--- config.mk ---
export PLATFORM = sky130hd
export DESIGN_NAME = holdover_hist
export DESIGN_NICKNAME = d
export VERILOG_FILES = /design/src/rtl/hist_pkg.sv /design/src/rtl/hist_iir.sv /design/src/rtl/hist_ctrl.sv /design/src/rtl/holdover_hist.sv
export SDC_FILE = /design/constraint.sdc
export NUM_CORES = 1
export LEC_CHECK = 0
export BUFFER_PORTS_ARGS = -buffer_cell sky130_fd_sc_hd__buf_4
export CAP_MARGIN = 20
export CORE_MARGIN = 10
export CORE_UTILIZATION = 61
export CTS_CLUSTER_DIAMETER = 40
export DETAILED_ROUTE_END_ITERATION = 10
export PLACE_DENSITY = 0.92
export SKIP_LAST_GASP = 1
export SYNTH_ARGS = -nofsm -noshare
export SYNTH_HDL_FRONTEND = slang
export SYNTH_SLANG_ARGS = --single-unit
--- constraint.sdc ---
create_clock -name clk -period 6.8 [get_ports clk]
set_clock_uncertainty 0.15 [all_clocks]
set_input_delay 1.02 -clock clk [delete_from_list [all_inputs] [get_ports clk]]
set_output_delay 1.02 -clock clk [all_outputs]
set_load 0.02 [all_outputs]
--- src/rtl/hist_pkg.sv ---
package hist_pkg;
    typedef enum logic [1:0] {
        HS_EMPTY   = 2'd0,
        HS_EXPRESS = 2'd1,
        HS_BUILT   = 2'd2
    } hist_state_e;
endpackage

--- src/rtl/hist_iir.sv ---
module hist_iir #(
    parameter int DATA_W = 16,
    parameter int FRAC   = 11,
    parameter int SH_W   = 4
) (
    input  logic              clk,
    input  logic              rst_n,
    input  logic              clr,
    input  logic              en,
    input  logic [DATA_W-1:0] x,
    input  logic [SH_W-1:0]   shift,
    output logic [DATA_W-1:0] hist
);
    localparam int ACC_W = DATA_W + FRAC;

    logic signed [ACC_W-1:0] acc;
    logic signed [ACC_W:0]   x_ext;
    logic signed [ACC_W:0]   acc_ext;
    logic signed [ACC_W:0]   diff;
    logic signed [ACC_W:0]   step;

    always_comb begin
        x_ext   = {x[DATA_W-1], x, {FRAC{1'b0}}};
        acc_ext = {acc[ACC_W-1], acc};
        diff    = x_ext - acc_ext;
        step    = diff >>> shift;
    end

    always_ff @(posedge clk) begin
        if (!rst_n || clr) begin
            acc <= '0;
        end else if (en) begin
            acc <= acc + step[ACC_W-1:0];
        end
    end

    assign hist = acc[ACC_W-1:FRAC];

    // without a sample or clear the accumulator holds
    a_r7_idle_holds: assert property (@(posedge clk) disable iff (!rst_n)
        (!en && !clr) |=> $stable(acc));

    // a clear empties the accumulator
    a_r5_clear_zero: assert property (@(posedge clk) disable iff (!rst_n)
        clr |=> (acc == '0));
endmodule

--- src/rtl/hist_ctrl.sv ---
module hist_ctrl
    import hist_pkg::*;
#(
    parameter int LT_BASE  = 6,
    parameter int EXP_DROP = 4,
    parameter int SH_W     = 4,
    parameter int CNT_W    = 12
) (
    input  logic            clk,
    input  logic            rst_n,
    input  logic            flush,
    input  logic            take,
    input  logic [2:0]      corner,
    output logic [SH_W-1:0] shift,
    output logic            clr,
    output logic            ready
);
    localparam logic [2:0] SEL_MAX = 3'd5;

    hist_state_e      state_q, state_d;
    logic [CNT_W-1:0] cnt_q, cnt_d;
    logic [2:0]       sel;
    logic [SH_W-1:0]  k_tgt;
    logic [CNT_W-1:0] target;

    always_comb begin
        sel    = (corner > SEL_MAX) ? SEL_MAX : corner;
        k_tgt  = SH_W'(LT_BASE) + SH_W'(sel);
        target = CNT_W'(1) << k_tgt;
    end

    // next state and fill count
    always_comb begin
        state_d = state_q;
        cnt_d   = cnt_q;
        if (flush) begin
            state_d = HS_EMPTY;
            cnt_d   = '0;
        end else begin
            unique case (state_q)
                HS_EMPTY: if (take) begin
                    cnt_d   = CNT_W'(1);
                    state_d = HS_EXPRESS;
                end
                HS_EXPRESS: if (take) begin
                    cnt_d = cnt_q + CNT_W'(1);
                end
                HS_BUILT: ;
                default: state_d = HS_EMPTY;
            endcase
            if (state_d == HS_EXPRESS && cnt_d >= target) begin
                state_d = HS_BUILT;
            end
        end
    end

    // state register
    always_ff @(posedge clk) begin
        if (!rst_n) begin
            state_q <= HS_EMPTY;
            cnt_q   <= '0;
        end else begin
            state_q <= state_d;
            cnt_q   <= cnt_d;
        end
    end

    // outputs
    always_comb begin
        clr = flush;
        unique case (state_q)
            HS_BUILT: begin
                shift = k_tgt;
                ready = 1'b1;
            end
            default: begin
                shift = k_tgt - SH_W'(EXP_DROP);
                ready = 1'b0;
            end
        endcase
    end

    // ready only rises on an accepted sample without flush
    a_r4_ready_needs_sample: assert property (@(posedge clk) disable iff (!rst_n)
        $rose(ready) |-> $past(take && !flush));

    // flush always returns the history to empty
    a_r5_flush_empties: assert property (@(posedge clk) disable iff (!rst_n)
        flush |=> (state_q == HS_EMPTY && !ready && cnt_q == '0));
endmodule

--- src/rtl/holdover_hist.sv ---
module holdover_hist #(
    parameter int DATA_W   = 16,
    parameter int LT_BASE  = 6,
    parameter int ST_BASE  = 4,
    parameter int EXP_DROP = 4
) (
    input  logic              clk,
    input  logic              rst_n,
    input  logic              smp_valid,
    input  logic [DATA_W-1:0] smp_offset,
    input  logic              loop_locked,
    input  logic              flush_lt,
    input  logic [2:0]        lt_corner,
    input  logic [1:0]        st_corner,
    output logic [DATA_W-1:0] lt_history,
    output logic [DATA_W-1:0] st_history,
    output logic              lt_ready
);
    localparam int LT_KMAX = LT_BASE + 5;
    localparam int ST_KMAX = ST_BASE + 3;
    localparam int K_MAX   = (LT_KMAX > ST_KMAX) ? LT_KMAX : ST_KMAX;
    localparam int SH_W    = $clog2(K_MAX + 1);
    localparam int CNT_W   = LT_KMAX + 1;

    logic            take;
    logic            lt_clr;
    logic [SH_W-1:0] lt_shift;
    logic [SH_W-1:0] st_shift;

    assign take     = smp_valid & loop_locked;
    assign st_shift = SH_W'(ST_BASE) + SH_W'(st_corner);

    hist_ctrl #(
        .LT_BASE (LT_BASE),
        .EXP_DROP(EXP_DROP),
        .SH_W    (SH_W),
        .CNT_W   (CNT_W)
    ) u_ctrl (
        .clk   (clk),
        .rst_n (rst_n),
        .flush (flush_lt),
        .take  (take),
        .corner(lt_corner),
        .shift (lt_shift),
        .clr   (lt_clr),
        .ready (lt_ready)
    );

    hist_iir #(.DATA_W(DATA_W), .FRAC(LT_KMAX), .SH_W(SH_W)) u_long (
        .clk  (clk),
        .rst_n(rst_n),
        .clr  (lt_clr),
        .en   (take),
        .x    (smp_offset),
        .shift(lt_shift),
        .hist (lt_history)
    );

    hist_iir #(.DATA_W(DATA_W), .FRAC(ST_KMAX), .SH_W(SH_W)) u_short (
        .clk  (clk),
        .rst_n(rst_n),
        .clr  (1'b0),
        .en   (take),
        .x    (smp_offset),
        .shift(st_shift),
        .hist (st_history)
    );

    // once built, ready holds until a flush
    a_r4_ready_holds: assert property (@(posedge clk) disable iff (!rst_n)
        (lt_ready && !flush_lt) |=> lt_ready);

    // rejected samples leave both histories untouched
    a_r7_outputs_hold: assert property (@(posedge clk) disable iff (!rst_n)
        (!take && !flush_lt) |=> ($stable(lt_history) && $stable(st_history)));
endmodule

==> results of run 1 <==
[cell families (layout without fill, tap and decap cells)]
group	Yosys count	count (layout)	synth area share [%]
AOI/OAI and AO/OA	402	402	29.0
xor gates and xnor gates	63	63	6.03
adders and majority gates	99	99	13.7
buffers and inverters	158	154	7.93
DFF	64	64	14.0
muxes	51	51	5.77
and+or+nand+nor	447	447	23.6
[how the worst max path moves through the flow]
stage / from / endpoint / slack [ns] / cells past startpoint
final: smp_offset[1] / u_long.acc[26]$_SDFFE_PP0P_ / 0.44 / 23
after global routing: smp_offset[1] / u_long.acc[26]$_SDFFE_PP0P_ / 0.04 / 23
after CTS: smp_offset[1] / u_long.acc[26]$_SDFFE_PP0P_ / 0.61 / 23
after detailed placement: smp_offset[1] / u_long.acc[26]$_SDFFE_PP0P_ / 0.26 / 23
after global placement: smp_offset[1] / u_long.acc[26]$_SDFFE_PP0P_ / 0.42 / 23
after floorplan: smp_offset[0] / u_short.acc[22]$_SDFFE_PN0P_ / 0.99 / 21
[synth_stat cells (8+ instances only)]
library cell  instances
o21ai_0              93
nor2b_1              10
a21oi_1             112
buf_4                32
ha_1                 97
inv_1                66
nand2_1             146
nor3_1               38
o31ai_1               8
nand2b_1             16
or3_1                11
mux2_2               14
a21o_1               36
o21bai_1              8
clkbuf_1             51
xor2_1               24
dfxtp_1              64
nand3_1              34
nor2_1              108
o211ai_1             16
mux2i_1              37
a31oi_1              14
a21boi_0              8
and2_1               38
xnor2_1              39
a211oi_1             19
and3_1               13
[stage by stage]
| stage | hold WS (ns) | setup slack (ns) | instances | total power, uW |
|---|---|---|---|---|
| floorplan | 0.312 | 0.992 | 1284 | 1490 |
| global placement | 0.336 | 0.423 | 1448 | 1720 |
| detailed placement | 0.353 | 0.258 | 1448 | 1760 |
| CTS | 0.363 | 0.611 | 1464 | 2280 |
| global route | 0.385 | 0.0422 | 1464 | 2470 |
| finish | 0.364 | 0.445 | 1464 | 2310 |
[worst max-delay path, stage by stage]
cell and delay, ns:
buf_4 0.12, ha_1 0.33, a21oi_2 0.21, nor3b_2 0.36
a211oi_1 0.17, o31a_1 0.34, a21oi_1 0.18, xnor2_1 0.13
mux2_2 0.30, mux2_2 0.31, mux2i_1 0.21, o21ai_1 0.10
ha_1 0.40, nand2_1 0.07, o21ai_0 0.37, nor3_1 0.11
a21bo_2 0.24, a311oi_1 0.54, a31o_2 0.27, a31oi_1 0.10
xnor2_1 0.14, or3_1 0.30, a21oi_1 0.15
[flip-flops by register name, indices dropped and copies added (netlist names)]
| name | cells |
|---|---|
| u_ctrl.cnt_q | 12 |
| u_long.acc | 27 |
| u_ctrl.state_q | 2 |
| u_short.acc | 23 |
[where the power goes]
group	internal [uW]	leakage [uW]	switching (uW)	total (uW)
Combinational	556	0.00358	790	1350
Sequential	405	0.000520	47.9	453
Clock	331	0.000154	177	508
Total	1290	0.00426	1020	2310
[layout make-up]
class | instances | area (sq um)
fill | 1201 | 4820
clock buffer | 13 | 250
timing repair buffer | 72 | 541
inverter | 66 | 248
clock inverter | 3 | 65.1
tap | 184 | 230
sequential | 64 | 1280
multi-input combinational | 1062 | 7150
[per-layer routing]
layer  GRT usage (%)  up-vias  part of all wire [%]
li1                -     4599                     -
met1            33.1     4366                    43
met2            39.7      503                    45
met3            4.34       60                   9.7
met4            9.96        0                   2.3
met5               0        -                     0
==> impl_results.md, run 1 <==
- Cts bufs inserted: 9
- # setup viols final: 0
- Die Wd: 142 microns
- Clk_lat worst skew: 0.35 ns
- Worst R2R End: u_long.acc[26]$_SDFFE_PP0P_
- Yosys reg bits: 64
- GPL Wtd Cong: 1.03
- Hold buffers post-CTS: 0
- Final setup TNS: 0 ns
- Via density: 6.51
- Post-synth EDFFs: 0
- Fin. Hold Viols: 0
- Hold Path Class: reg -> reg
- Root Driver: clkbuf_16
- Vias in the first global route: 8767
- Slew of the pin with the lowest slew margin: 1.08 ns
- Total wire length: 26.1 mm
- Fin. max-slew vios: 0
- Netlist cell types: 83
- FP Rows: 44
- Inserted Diodes: 0
- Final Critical Period: 6.36 ns
- # resized after CTS: 0
- Avg Cell Area, Syn: 7.13 sq um
- CP Max Fanout: 4
- Via count: 9528
- Power per cell area: 236 nW/um^2
- Largest net degree at the start of global routing: 49
- RSZ-0062 raised after global routing: no
- Number of setup buffers added after CTS: 0
- H-tree levels: 3
- F_max: 0.157 GHz
- Fin crit share: 93.5%
- Synth area leaders: dfxtp_1, ha_1, a21oi_1, nand2_1, o21ai_0
- Most used DFF post-synth: dfxtp_1
- Syn Inst Count: 1284
- Chip Height: 142 microns
- I/O Buffers: 58
- Fin area: 9770 sq um
- Final net count: 1400
- Hold Path Depth: 2
- Clock-pin slew on the worst setup and hold paths: 0.05 ns
- R2R setup slack: 0.63 ns
- WS Path Type: in -> reg
- Layout cells sized above 1: 10.3%
- Commonest cells after routing, fill and taps aside: nand2_1, a21oi_1, nor2_1
- Warnings from Yosys: 0
- First-pass GRT wire length: 42.7 mm
- P_leak: 0.00426 uW
- DRT iter0 DRCs: 993
- Total GRT Usage: 25.1%
- Core Util, Final: 67.0%
- Pre-antenna DRT Iters: 6
- Sink Count: 64
- Rel. slew slack: 27.4%
- Max cap viols: 0
- Maximum vdd drop: 0.144 mV
- DRC violations left: 0
- HPWL Detailed: 19.8 mm
- Data required, critical path: 6.93 ns
- Hold Crit Endpoint: u_long.acc[25]$_SDFFE_PP0P_
- Critical path arrival: 6.49 ns
- Die area: 20300 sq um
- Congestion Overflow GR: 0
- Reg2reg start: u_long.acc[1]$_SDFFE_PP0P_
- Yosys top cell area share: 14.0%
- Core ar.: 14600 sq um
- Critical Path Start Type: input pin
- Synth area leader: dfxtp_1
- Routed Antenna Nets: 0
- Outcome: completed
- Commonest non-fill, non-tap cell in the layout: nand2_1
- Worst R2R Path Depth: 23
- I/O Pins: 59
- Dpl cell area: 9450 sq um
- DR WL/cell: 17.8 microns
- CTS tree: yes
- Clk buf depth: 2
- Syn Nets: 1409
- Hold Startpoint: u_long.acc[25]$_SDFFE_PP0P_
- Area of the mapped netlist: 9150 sq um
- Area delta synth->final: 6.77%
- Register area share after synthesis: 14.0%
- Initial antenna violation count: 0
- Crit end category: flip-flop
- Async set or reset register ratio after synthesis: 0%
- Initial Util: 62.7%
(Power assumes the default switching activity.)
==> run 2, diff against run 1 <==
- ABC_AREA: not set -> 1
==> impl_results.md, run 2 <==
- Clock-pin slew on the worst setup and hold paths: 0.06 ns
- Syn Nets: 1675
- HPWL Detailed: 23.3 mm
- Clk_lat worst skew: 0.34 ns
- P_leak: 0.00521 uW
- Initial antenna violation count: 0
- Yosys top cell area share: 13.7%
- Outcome: completed
- Netlist cell types: 55
- First-pass GRT wire length: 45.7 mm
- DR WL/cell: 16.5 microns
- Die Wd: 144 microns
- Clk buf depth: 2
- Vias in the first global route: 9240
- Area of the mapped netlist: 9370 sq um
- Rel. slew slack: 28.7%
- Max FFs per register: 27
- Total power: 2130 uW
- DRT iter0 DRCs: 1119
- Congestion Overflow GR: 0
- DRC violations left: 0
- Fin. Hold Viols: 0
- Via density: 5.92
- Worst path slowest cell: ha_1
- I/O Buffers: 58
- WS Path Type: in -> reg
- Hold Path Class: reg -> reg
- Largest net degree at the start of global routing: 86
- Yosys reg bits: 64
- Avg Cell Area, Syn: 6.04 sq um
- Async set or reset register ratio after synthesis: 0%
- Data required, critical path: 6.88 ns
- Chip Height: 144 microns
- Cts bufs inserted: 9
- Routed Antenna Nets: 0
- Multi-input gate area: 6860 sq um
- Layout cells sized above 1: 9.27%
- Final net count: 1676
- Crit-path max cell delay: 0.49 ns
- Most used DFF post-synth: dfxtp_1
- Post-synth EDFFs: 0
- R2R setup slack: 1.83 ns
- Register area share after synthesis: 13.7%
- Layout Cells excl Fill: 1742
- RSZ-0062 raised after global routing: no
- Dpl cells: 1728
- Critical Path Start Type: input pin
- FP Rows: 45
- Fin crit share: 81.0%
- Layout fillers: 1424
- Via count: 10300
- Commonest cells after routing, fill and taps aside: nand2_1, inv_1, nand3_1
- Dpl cell area: 9690 sq um
- Synth area leaders: dfxtp_1, nand2_1, ha_1, nand3_1, inv_1
- Largest register by flop count: u_long.acc
- Initial Util: 61.8%
- Final setup TNS: 0 ns
- Biggest regs: u_long.acc (27), u_short.acc (23), u_ctrl.cnt_q (12)
- Synth area leader: dfxtp_1
- # setup viols final: 0
- # resized after CTS: 0
- Inserted Diodes: 0
- Core ar.: 15100 sq um
- Commonest non-fill, non-tap cell in the layout: nand2_1
- Die area: 20700 sq um
- CTS tree: yes
- Total wire length: 28.7 mm
- Power per cell area: 214 nW/um^2
- Max cap viols: 0
- Crit end category: flip-flop
- Count leader, synth: nand2_1
- CP Max Fanout: 33
- Warnings from Yosys: 0
- Pre-antenna DRT Iters: 6
- Critical path arrival: 5.59 ns
- Root Driver: clkbuf_16
- H-tree levels: 3
- Fin. max-slew vios: 0
- Cell mode on critical path: nand2_1
- Final Critical Period: 5.51 ns
- Register Area: 1280 sq um
- Total GRT Usage: 27.3%
- I/O Pins: 59
- Hold buffers post-CTS: 0
- Maximum vdd drop: 0.195 mV
- Area delta synth->final: 6.22%
- F_max: 0.182 GHz
- Number of setup buffers added after CTS: 0
- Sink Count: 64
- GPL Wtd Cong: 1.01
- Fin area: 9950 sq um
- Slew of the pin with the lowest slew margin: 1.06 ns
- Syn Inst Count: 1550
- Top cells by count, synth: nand2_1, inv_1, nand3_1, a21oi_1, o21ai_0
[run 2: cell types whose count changed in the layout (fill, tap and decap cells not counted), sizes merged, moves of 35 or more]
| cell | change |
|---|---|
| nand3 | +126 |
| inv | +148 |
| nand2 | +196 |
| a21oi | +35 |
| and2 | -38 |
| o21ai | +39 |
[run 2: final timing paths]
kind | from | endpoint | depth (start not counted)
worst min register to register | u_ctrl.cnt_q[11]$_SDFF_PP0_ | u_ctrl.cnt_q[11]$_SDFF_PP0_ | 2
worst min-delay path | u_ctrl.cnt_q[11]$_SDFF_PP0_ | u_ctrl.cnt_q[11]$_SDFF_PP0_ | 2
worst max-delay path | lt_corner[2] | u_long.acc[20]$_SDFFE_PP0P_ | 28
worst max register to register | u_short.acc[7]$_SDFFE_PN0P_ | u_short.acc[15]$_SDFFE_PN0P_ | 21
[run 2: area by class of cell]
cell class | instances | area share [%]
multi-input cells | 1191 | 68.9
flip-flops and latches | 64 | 12.9
inverters | 220 | 8.30
repair buffers | 65 | 4.90
clock buffers | 10 | 2.40
well taps | 188 | 2.36
clock inverters | 4 | 0.226
[run 2: logic make-up (layout without fill, tap and decap cells)]
group / Yosys count / after routing / synth area share [%]
simple gates: 667 / 667 / 31.6
flops: 64 / 64 / 13.7
buf+inv: 295 / 299 / 13.2
xor+xnor: 68 / 68 / 6.44
compound gates: 350 / 350 / 21.0
mux: 7 / 7 / 0.748
fa+ha+maj: 99 / 99 / 13.4
[run 2: layer usage]
| layer | track usage [%] | wire length [microns] | up-vias | part of all wire (%) |
|---|---|---|---|---|
| met2 | 39.6 | 11600 | 466 | 40 |
| met4 | 5.32 | 387 | 0 | 1.3 |
| met5 | 0 | 0 | - | 0 |
| li1 | - | - | 5156 | - |
| met3 | 7.56 | 3080 | 40 | 11 |
| met1 | 39.0 | 13700 | 4658 | 48 |
[run 2: per-stage QoR]
| step | hold slack (ns) | worst slack, ns | utilization (%) |
|---|---|---|---|
| floorplan | 0.328 | 1.31 | - |
| global placement | 0.339 | 1.14 | 64.0 |
| detailed placement | 0.356 | 1.03 | 64.0 |
| CTS | 0.364 | 1.37 | 65.7 |
| global route | 0.401 | 0.873 | 65.7 |
| finish | 0.365 | 1.29 | 65.7 |
[run 2: critical path, delay by kind of cell]
family,cells,cell delay [ns]
AND/OR/NAND/NOR,11,1.01
adder cells (fa/ha/maj),3,1.17
AO/OA/AOI/OAI,4,0.71
XOR/XNOR,2,0.31
buffers and inverters,8,1.35
[run 2: report_power, final]
part | internal [uW] | switching (uW) | total (uW)
sequential | 398 | 26.6 | 425
combinational | 444 | 834 | 1280
clock | 250 | 173 | 423
